## src/rtl/pcsel_pkg.sv

```systemverilog
package pcsel_pkg;

    typedef enum logic [2:0] {
        CK_NONE  = 3'd0,
        CK_BEQZ  = 3'd1,
        CK_BNEZ  = 3'd2,
        CK_JUMP  = 3'd3,
        CK_JLINK = 3'd4,
        CK_JREG  = 3'd5,
        CK_JLREG = 3'd6,
        CK_RSVD  = 3'd7
    } ctl_kind_e;

    typedef enum logic [1:0] {
        SEL_SEQ  = 2'd0,
        SEL_REL  = 2'd1,
        SEL_IND  = 2'd2,
        SEL_NONE = 2'd3
    } pc_sel_e;

    typedef enum logic {
        ST_RUN  = 1'b0,
        ST_KILL = 1'b1
    } kill_state_e;

endpackage

```

## src/rtl/pcsel_decode.sv

```systemverilog
module pcsel_decode
    import pcsel_pkg::*;
#(
    parameter int XLEN = 32
) (
    input  logic            act,
    input  logic [2:0]      kind,
    input  logic [XLEN-1:0] rs_val,
    output logic [1:0]      sel,
    output logic            link
);
    ctl_kind_e k;
    logic      rs_zero;

    always_comb begin
        k       = ctl_kind_e'(kind);
        rs_zero = (rs_val == '0);
        sel     = SEL_SEQ;
        link    = 1'b0;
        if (act) begin
            unique case (k)
                CK_BEQZ:  sel = rs_zero  ? SEL_REL : SEL_SEQ;
                CK_BNEZ:  sel = !rs_zero ? SEL_REL : SEL_SEQ;
                CK_JUMP:  sel = SEL_REL;
                CK_JLINK: begin sel = SEL_REL; link = 1'b1; end
                CK_JREG:  sel = SEL_IND;
                CK_JLREG: begin sel = SEL_IND; link = 1'b1; end
                default:  sel = SEL_SEQ;
            endcase
        end
    end
endmodule

```

## src/rtl/pcsel_target.sv

```systemverilog
module pcsel_target
    import pcsel_pkg::*;
#(
    parameter int XLEN       = 32,
    parameter int INSN_BYTES = 4
) (
    input  logic [1:0]      sel,
    input  logic [XLEN-1:0] if_pc,
    input  logic [XLEN-1:0] npc,
    input  logic [XLEN-1:0] disp,
    input  logic [XLEN-1:0] rs_val,
    output logic [XLEN-1:0] target
);
    localparam logic [XLEN-1:0] STEP = XLEN'(INSN_BYTES);

    logic [XLEN-1:0] seq_pc;
    logic [XLEN-1:0] rel_pc;

    assign seq_pc = if_pc + STEP;
    assign rel_pc = npc + disp;

    always_comb begin
        unique case (pc_sel_e'(sel))
            SEL_REL: target = rel_pc;
            SEL_IND: target = rs_val;
            default: target = seq_pc;
        endcase
    end
endmodule

```

## src/rtl/pcsel_kill_fsm.sv

```systemverilog
module pcsel_kill_fsm
    import pcsel_pkg::*;
(
    input  logic clk,
    input  logic rst_n,
    input  logic redirect,
    output logic kill
);
    kill_state_e state_q;
    kill_state_e state_d;

    always_comb begin
        state_d = state_q;
        unique case (state_q)
            ST_RUN:  state_d = redirect ? ST_KILL : ST_RUN;
            ST_KILL: state_d = ST_RUN;
            default: state_d = ST_RUN;
        endcase
    end

    always_ff @(posedge clk or negedge rst_n) begin
        if (!rst_n) state_q <= ST_RUN;
        else        state_q <= state_d;
    end

    always_comb begin
        unique case (state_q)
            ST_KILL: kill = 1'b1;
            default: kill = 1'b0;
        endcase
    end
endmodule

```

## src/rtl/pcsel_ctl.sv

```systemverilog
module pcsel_ctl
    import pcsel_pkg::*;
#(
    parameter int XLEN       = 32,
    parameter int INSN_BYTES = 4
) (
    input  logic            clk,
    input  logic            rst_n,
    input  logic            ex_valid,
    input  logic [2:0]      ex_kind,
    input  logic [XLEN-1:0] ex_rs_val,
    input  logic [XLEN-1:0] ex_npc,
    input  logic [XLEN-1:0] ex_disp,
    input  logic [XLEN-1:0] if_pc,
    output logic [XLEN-1:0] next_pc,
    output logic [1:0]      pc_sel,
    output logic            squash,
    output logic            link_valid,
    output logic [XLEN-1:0] link_addr
);
    logic act;
    logic redirect;

    assign act      = ex_valid && !squash;
    assign redirect = (pc_sel != SEL_SEQ);

    pcsel_decode #(.XLEN(XLEN)) u_decode (
        .act    (act),
        .kind   (ex_kind),
        .rs_val (ex_rs_val),
        .sel    (pc_sel),
        .link   (link_valid)
    );

    pcsel_target #(.XLEN(XLEN), .INSN_BYTES(INSN_BYTES)) u_target (
        .sel    (pc_sel),
        .if_pc  (if_pc),
        .npc    (ex_npc),
        .disp   (ex_disp),
        .rs_val (ex_rs_val),
        .target (next_pc)
    );

    pcsel_kill_fsm u_kill (
        .clk      (clk),
        .rst_n    (rst_n),
        .redirect (redirect),
        .kill     (squash)
    );

    assign link_addr = ex_npc;
endmodule

```

## config.mk

```make
export PLATFORM = sky130hd
export DESIGN_NAME = pcsel_ctl
export DESIGN_NICKNAME = d
export VERILOG_FILES = /design/src/rtl/pcsel_pkg.sv /design/src/rtl/pcsel_decode.sv /design/src/rtl/pcsel_target.sv /design/src/rtl/pcsel_kill_fsm.sv /design/src/rtl/pcsel_ctl.sv
export SDC_FILE = /design/constraint.sdc
export NUM_CORES = 1
export LEC_CHECK = 0
export ABC_AREA = 1
export CAP_MARGIN = 15
export CORE_MARGIN = 3
export CORE_UTILIZATION = 46
export DETAILED_ROUTE_END_ITERATION = 8
export HOLD_SLACK_MARGIN = 0.15
export PLACE_DENSITY = 0.9
export SYNTH_ARGS = -nofsm -noshare
export SYNTH_HDL_FRONTEND = slang
export SYNTH_SLANG_ARGS = --single-unit
```

## constraint.sdc

```tcl
create_clock -name clk -period 3.7 [get_ports clk]
set_clock_uncertainty 0.15 [all_clocks]
set_input_delay 0.37 -clock clk [delete_from_list [all_inputs] [get_ports clk]]
set_output_delay 0.37 -clock clk [all_outputs]
set_load 0.005 [all_outputs]
```

==> results of run 1 <==
## report_power, final
part | switching, mW | total (mW) | leakage [nW] | internal [mW]
Clock | 0 | 0 | 0 | 0
Combinational | 0.488 | 0.971 | 3.31 | 0.483
Sequential | 0.00128 | 0.0138 | 0.0130 | 0.0125
Total | 0.489 | 0.985 | 3.33 | 0.496
## metrics by stage
stage | setup WS (ns) | util (%)
floorplan | 0.999 | -
global placement | -0.151 | 72.4
detailed placement | -0.170 | 72.4
CTS | 0.00240 | 72.6
global route | -0.178 | 76.1
finish | -0.104 | 76.1
## final cells by class
cell class,instances,share of cell area (%)
Sequential cell,1,0.389
Timing Repair Buffer,225,36.4
Multi-Input combinational cell,637,54.0
Tap cell,105,2.04
Inverter,122,7.19
## kinds of logic (layout without fill, tap and decap cells)
kind of cell / Yosys count / in the layout / share of synthesized area (%)
buffers and inverters: 167 / 347 / 18.3
adder cells (fa/ha/maj): 36 / 36 / 11.1
flip-flops: 1 / 1 / 0.608
XOR/XNOR: 20 / 20 / 4.62
AND/OR/NAND/NOR: 460 / 460 / 49.1
AO/OA/AOI/OAI: 121 / 121 / 16.3
## cell usage after synthesis, types with 9 or more instances
cell type | number | area, sq um
a21oi_1 | 79 | 395
a22oi_1 | 9 | 67.6
buf_4 | 33 | 248
clkbuf_1 | 9 | 33.8
ha_1 | 35 | 438
inv_1 | 119 | 447
nand2_1 | 264 | 991
nand3_1 | 50 | 250
nand4_1 | 15 | 93.8
nor2_1 | 79 | 297
nor3_1 | 13 | 65.1
o21ai_0 | 18 | 90.1
xor2_1 | 12 | 105
## worst max-delay path: cells and delay by family
kind	cells	cell delay (ns)
buffers and inverters	4	1.23
AND/OR/NAND/NOR	6	1.10
AO/OA/AOI/OAI	3	0.31
adder cells (fa/ha/maj)	1	0.26
## worst max path at each step
stage / depth (start not counted) / slack (ns) / end / start
floorplan: 13 / 1.0 / next_pc[4] / ex_rs_val[13]
global placement: 14 / -0.15 / next_pc[9] / ex_rs_val[20]
detailed placement: 14 / -0.17 / next_pc[9] / ex_rs_val[20]
CTS: 14 / 0.002 / next_pc[1] / ex_rs_val[1]
global route: 14 / -0.18 / next_pc[27] / ex_rs_val[1]
finish: 14 / -0.10 / next_pc[27] / ex_rs_val[1]
## what timing repair did
item,CTS,global route
gates resized for setup,7,55
pin swaps,0,5
setup endpoints to repair,28,31
setup buffers,0,3
cloned,0,3
## layer usage
| metal | vias up | GRT usage, % | wire length (um) | share of wire [%] |
|---|---|---|---|---|
| met1 | 2544 | 36.4 | 6820 | 40 |
| met5 | - | 0 | 0 | 0 |
| met3 | 43 | 2.28 | 1370 | 8.0 |
| li1 | 2930 | - | - | - |
| met2 | 300 | 52.7 | 8370 | 49 |
| met4 | 0 | 7.15 | 590 | 3.4 |
==> qor.csv, run 1 <==
metric,value,unit
synthesized instance count,805,
Reg2Reg Setup Slack,2.17,ns
number of global-route vias before repair,5325,
Area Overhead vs Synth,56.4,%
height of the die,101,um
"EDFF count, synth",0,
vias per cell,5.34,
Worst Path Max Fanout,14,
Avg WL per Cell,15.7,um
layout cells sized above 1,8.43,%
worst slew pin tran,0.714,ns
max reg flops,1,
final hold violation count,0,
worst setup margin,-0.104,ns
worst hold path cell count,1,
biggest regs,u_kill.state_q (1),
DR pass1 iterations,5,
Seq. cell area,25.0,sq um
total power,0.985,mW
CORE AREA,8460,sq um
grt ovf,0,
Final HPWL DP,13500,um
cell total after placement,1084,
Filler Cell Count,727,
Die W,101,um
Final period util,103,%
IO Pins,202,
final instance area,6440,sq um
predominant post-synthesis flop cell,dfrtp_1,
Peak VDD IR,88.2,uV
crit path DAT,3.28,ns
residual DRC count,0,
Initial Util,48.6,%
critical path endpoint category,primary output,
Max-cap violations,0,
max-slew violation count,0,
final hold slack,0.324,ns
CP Cell Sequence,clkdlybuf4s50_1 > or2_2 > nor4_4 > nand2_1 > nor2_1 > a21oi_1 > nand2_1 > nand2_2 > ha_4 > inv_4 > buf_8 > a21oi_1 > a21oi_1 > clkdlybuf4s50_1,
Tightest Hold Check Type,register to register,
"Reg clk slew, reported paths",0,ns
minimum clock period,3.80,ns
Netlist cell types,42,
Total GRT Usage,28.9,%
syn nets,975,
Setup-failing EPs final,17,
CP startpoint kind,input port,
"Net count, final",1157,
CTS Hold Bufs,0,
most flop-heavy register,u_kill.state_q,
Cell Rows,33,
HP Start,u_kill.state_q,
worst reg2reg endpoint,u_kill.state_q,
mapped cell area,4120,sq um
Finished Layout Cells,1090,
initial antenna violation count,0,
Ant. Diodes,0,
routed vias,5817,
RD Place Congestion,1.00,
Clock Latency Late Sink,0,ns
"commonest cells after routing, fill and taps aside","260 x nand2_1, 184 x clkdlybuf4s50_1, 117 x inv_1",
CP most frequent cell,a21oi_1,
Worst R2R Start,u_kill.state_q,
Async SR Flop Fraction,100,%
first-pass GRT wire length,24400,um
Syn. warnings,0,
Leakage,3.33,nW
DRT iter0 DRCs,345,
PD cells,153,nW/um^2
hold path endpoint,u_kill.state_q,
Post-Route Setup TNS,-1.01,ns
Peak Freq,0.263,GHz
Reg2Reg Depth,4,
"most common cell after layout, fill and taps aside",nand2_1,
Port Buffers,201,
sequential area share after synthesis,0.608,%
worst stage delay on the critical path,0.52,ns
Crit Path Class,input port to primary output,
CP Data Required Time,3.18,ns
Die ar.,10100,sq um
largest net degree at the start of global routing,29,
status,"finished, violations left",
failing checks,negative setup slack,
Routed Antenna Nets,0,
Post-Syn Area per Cell,5.11,sq um
slew margin rel.,52.0,%
area of the multi-input gates,3480,sq um
Placed Area,6120,sq um
#FFs+latches synth,1,
WL final,17200,um
crit path max-delay cell type,clkdlybuf4s50_1,
(Power assumes the default switching activity.)
==> run 2: changes to the inputs <==
--- a/config.mk
+++ b/config.mk
@@ -8,10 +8,10 @@
 export ABC_AREA = 1
 export CAP_MARGIN = 15
 export CORE_MARGIN = 3
-export CORE_UTILIZATION = 46
+export CORE_UTILIZATION = 35
 export DETAILED_ROUTE_END_ITERATION = 8
 export HOLD_SLACK_MARGIN = 0.15
-export PLACE_DENSITY = 0.9
+export PLACE_DENSITY = 0.71
 export SYNTH_ARGS = -nofsm -noshare
 export SYNTH_HDL_FRONTEND = slang
 export SYNTH_SLANG_ARGS = --single-unit
==> qor.csv, run 2 (same netlist as run 1, synthesis figures left out) <==
metric,value,unit
crit path max-delay cell type,clkdlybuf4s50_1,
residual DRC count,0,
worst setup margin,0.105,ns
slew margin rel.,70.5,%
CORE AREA,11200,sq um
final instance area,6550,sq um
layout cells sized above 1,8.82,%
CP Cell Sequence,clkdlybuf4s50_1 > or2_2 > nor4_4 > nand2_1 > nor2_1 > a21oi_1 > nand2_1 > nand2_2 > inv_2 > ha_4 > buf_6 > buf_12 > nand3_1 > a21oi_2 > clkdlybuf4s50_1,
Finished Layout Cells,1138,
max-slew violation count,0,
Port Buffers,201,
DRT iter0 DRCs,362,
Area Overhead vs Synth,59.0,%
"Net count, final",1170,
Crit Path Class,input port to primary output,
Post-Route Setup TNS,0,ns
busiest grt layer,met2,
PD cells,148,nW/um^2
Final HPWL DP,13900,um
Max-cap violations,0,
M3 GR Usage,1.64,%
final design utilization,58.6,%
Clock Latency Late Sink,0,ns
Placed Area,6230,sq um
pre-CTS setup slack,-0.134,ns
final hold slack,0.312,ns
largest net degree at the start of global routing,27,
CP startpoint kind,input port,
crit path DAT,3.08,ns
Routed Antenna Nets,0,
Worst Path Buf+Inv,5,
Die W,114,um
Avg WL per Cell,14.5,um
Cell Rows,38,
total power,0.970,mW
final hold violation count,0,
number of global-route vias before repair,5300,
most flop-heavy register,u_kill.state_q,
Peak Freq,0.278,GHz
DR pass1 iterations,5,
cell total after placement,1125,
Reg2Reg Depth,5,
worst hold path cell count,1,
Setup-failing EPs final,0,
Final period util,97.2,%
IO Pins,202,
critical path endpoint category,primary output,
Tightest Hold Check Type,register to register,
grt ovf,0,
height of the die,114,um
met2 Use GR,41.7,%
status,"finished, final reports clean",
Peak VDD IR,105,uV
met1 global-route usage,31.6,%
worst stage delay on the critical path,0.51,ns
"commonest cells after routing, fill and taps aside","262 x nand2_1, 176 x clkdlybuf4s50_1, 117 x inv_1",
"Reg clk slew, reported paths",0,ns
Initial Util,36.8,%
initial antenna violation count,0,
first-pass GRT wire length,25700,um
Filler Cell Count,1122,
Die ar.,13100,sq um
routed vias,5597,
RD Place Congestion,0.920,
Reg2Reg Setup Slack,2.23,ns
vias per cell,4.92,
CP Data Required Time,3.18,ns
worst slew pin tran,0.439,ns
Total GRT Usage,23.7,%
minimum clock period,3.60,ns
Worst Path Max Fanout,8,
Ant. Diodes,0,
Leakage,3.46,nW
"most common cell after layout, fill and taps aside",nand2_1,
WP depth,15,
biggest regs,u_kill.state_q (1),
WL final,16500,um
max reg flops,1,
RSZ-0062 raised after global routing,yes,
"CP delay by family, top",buffers and inverters,
run 2: changes by cell type in the layout (fill, tap and decap cells not counted), moves of 3 or more:
| cell | previous run | this run |
|---|---|---|
| a21oi_1 | 71 | 76 |
| buf_4 | 16 | 29 |
| o21ai_0 | 14 | 18 |
| o21ai_1 | 5 | 1 |
| clkdlybuf4s50_1 | 184 | 176 |
| a21oi_2 | 13 | 8 |
| dlymetal6s2s_1 | 16 | 25 |
| nand3_1 | 48 | 44 |
| nand3_2 | 5 | 8 |
run 2: final cells by class:
cell class | instances | area [sq um] | area share [%]
repair inverters | 1 | 7.51 | 0.115
flip-flops and latches | 1 | 25.0 | 0.382
repair buffers | 237 | 2420 | 37.0
multi-input cells | 637 | 3450 | 52.7
well taps | 140 | 175 | 2.68
inverters | 122 | 463 | 7.07
run 2: repair_timing:
item	CTS	global route
pin swaps	0	4
setup endpoints to repair	24	31
cloned	1	1
hold buffers	0	0
buffers inserted	0	11
resized for setup	8	45
run 2: worst paths after layout:
path,from,end
setup / recovery,ex_rs_val[13],next_pc[30]
hold / removal,u_kill.state_q,u_kill.state_q
setup reg to reg,u_kill.state_q,u_kill.state_q
hold reg to reg,u_kill.state_q,u_kill.state_q
max in group asynchronous,rst_n,u_kill.state_q
min in group asynchronous,rst_n,u_kill.state_q
run 2: where the power goes:
group | switching [mW] | leakage (nW) | internal [mW]
Combinational | 0.475 | 3.44 | 0.482
Sequential | 0.00111 | 0.0130 | 0.0125
Clock | 0 | 0 | 0
Total | 0.476 | 3.46 | 0.494
run 2: metal layers:
metal / part of all wire (%) / vias up
li1: - / 2947
met1: 44 / 2412
met2: 47 / 219
met3: 6.4 / 19
met4: 2.5 / 0
met5: 0 / -
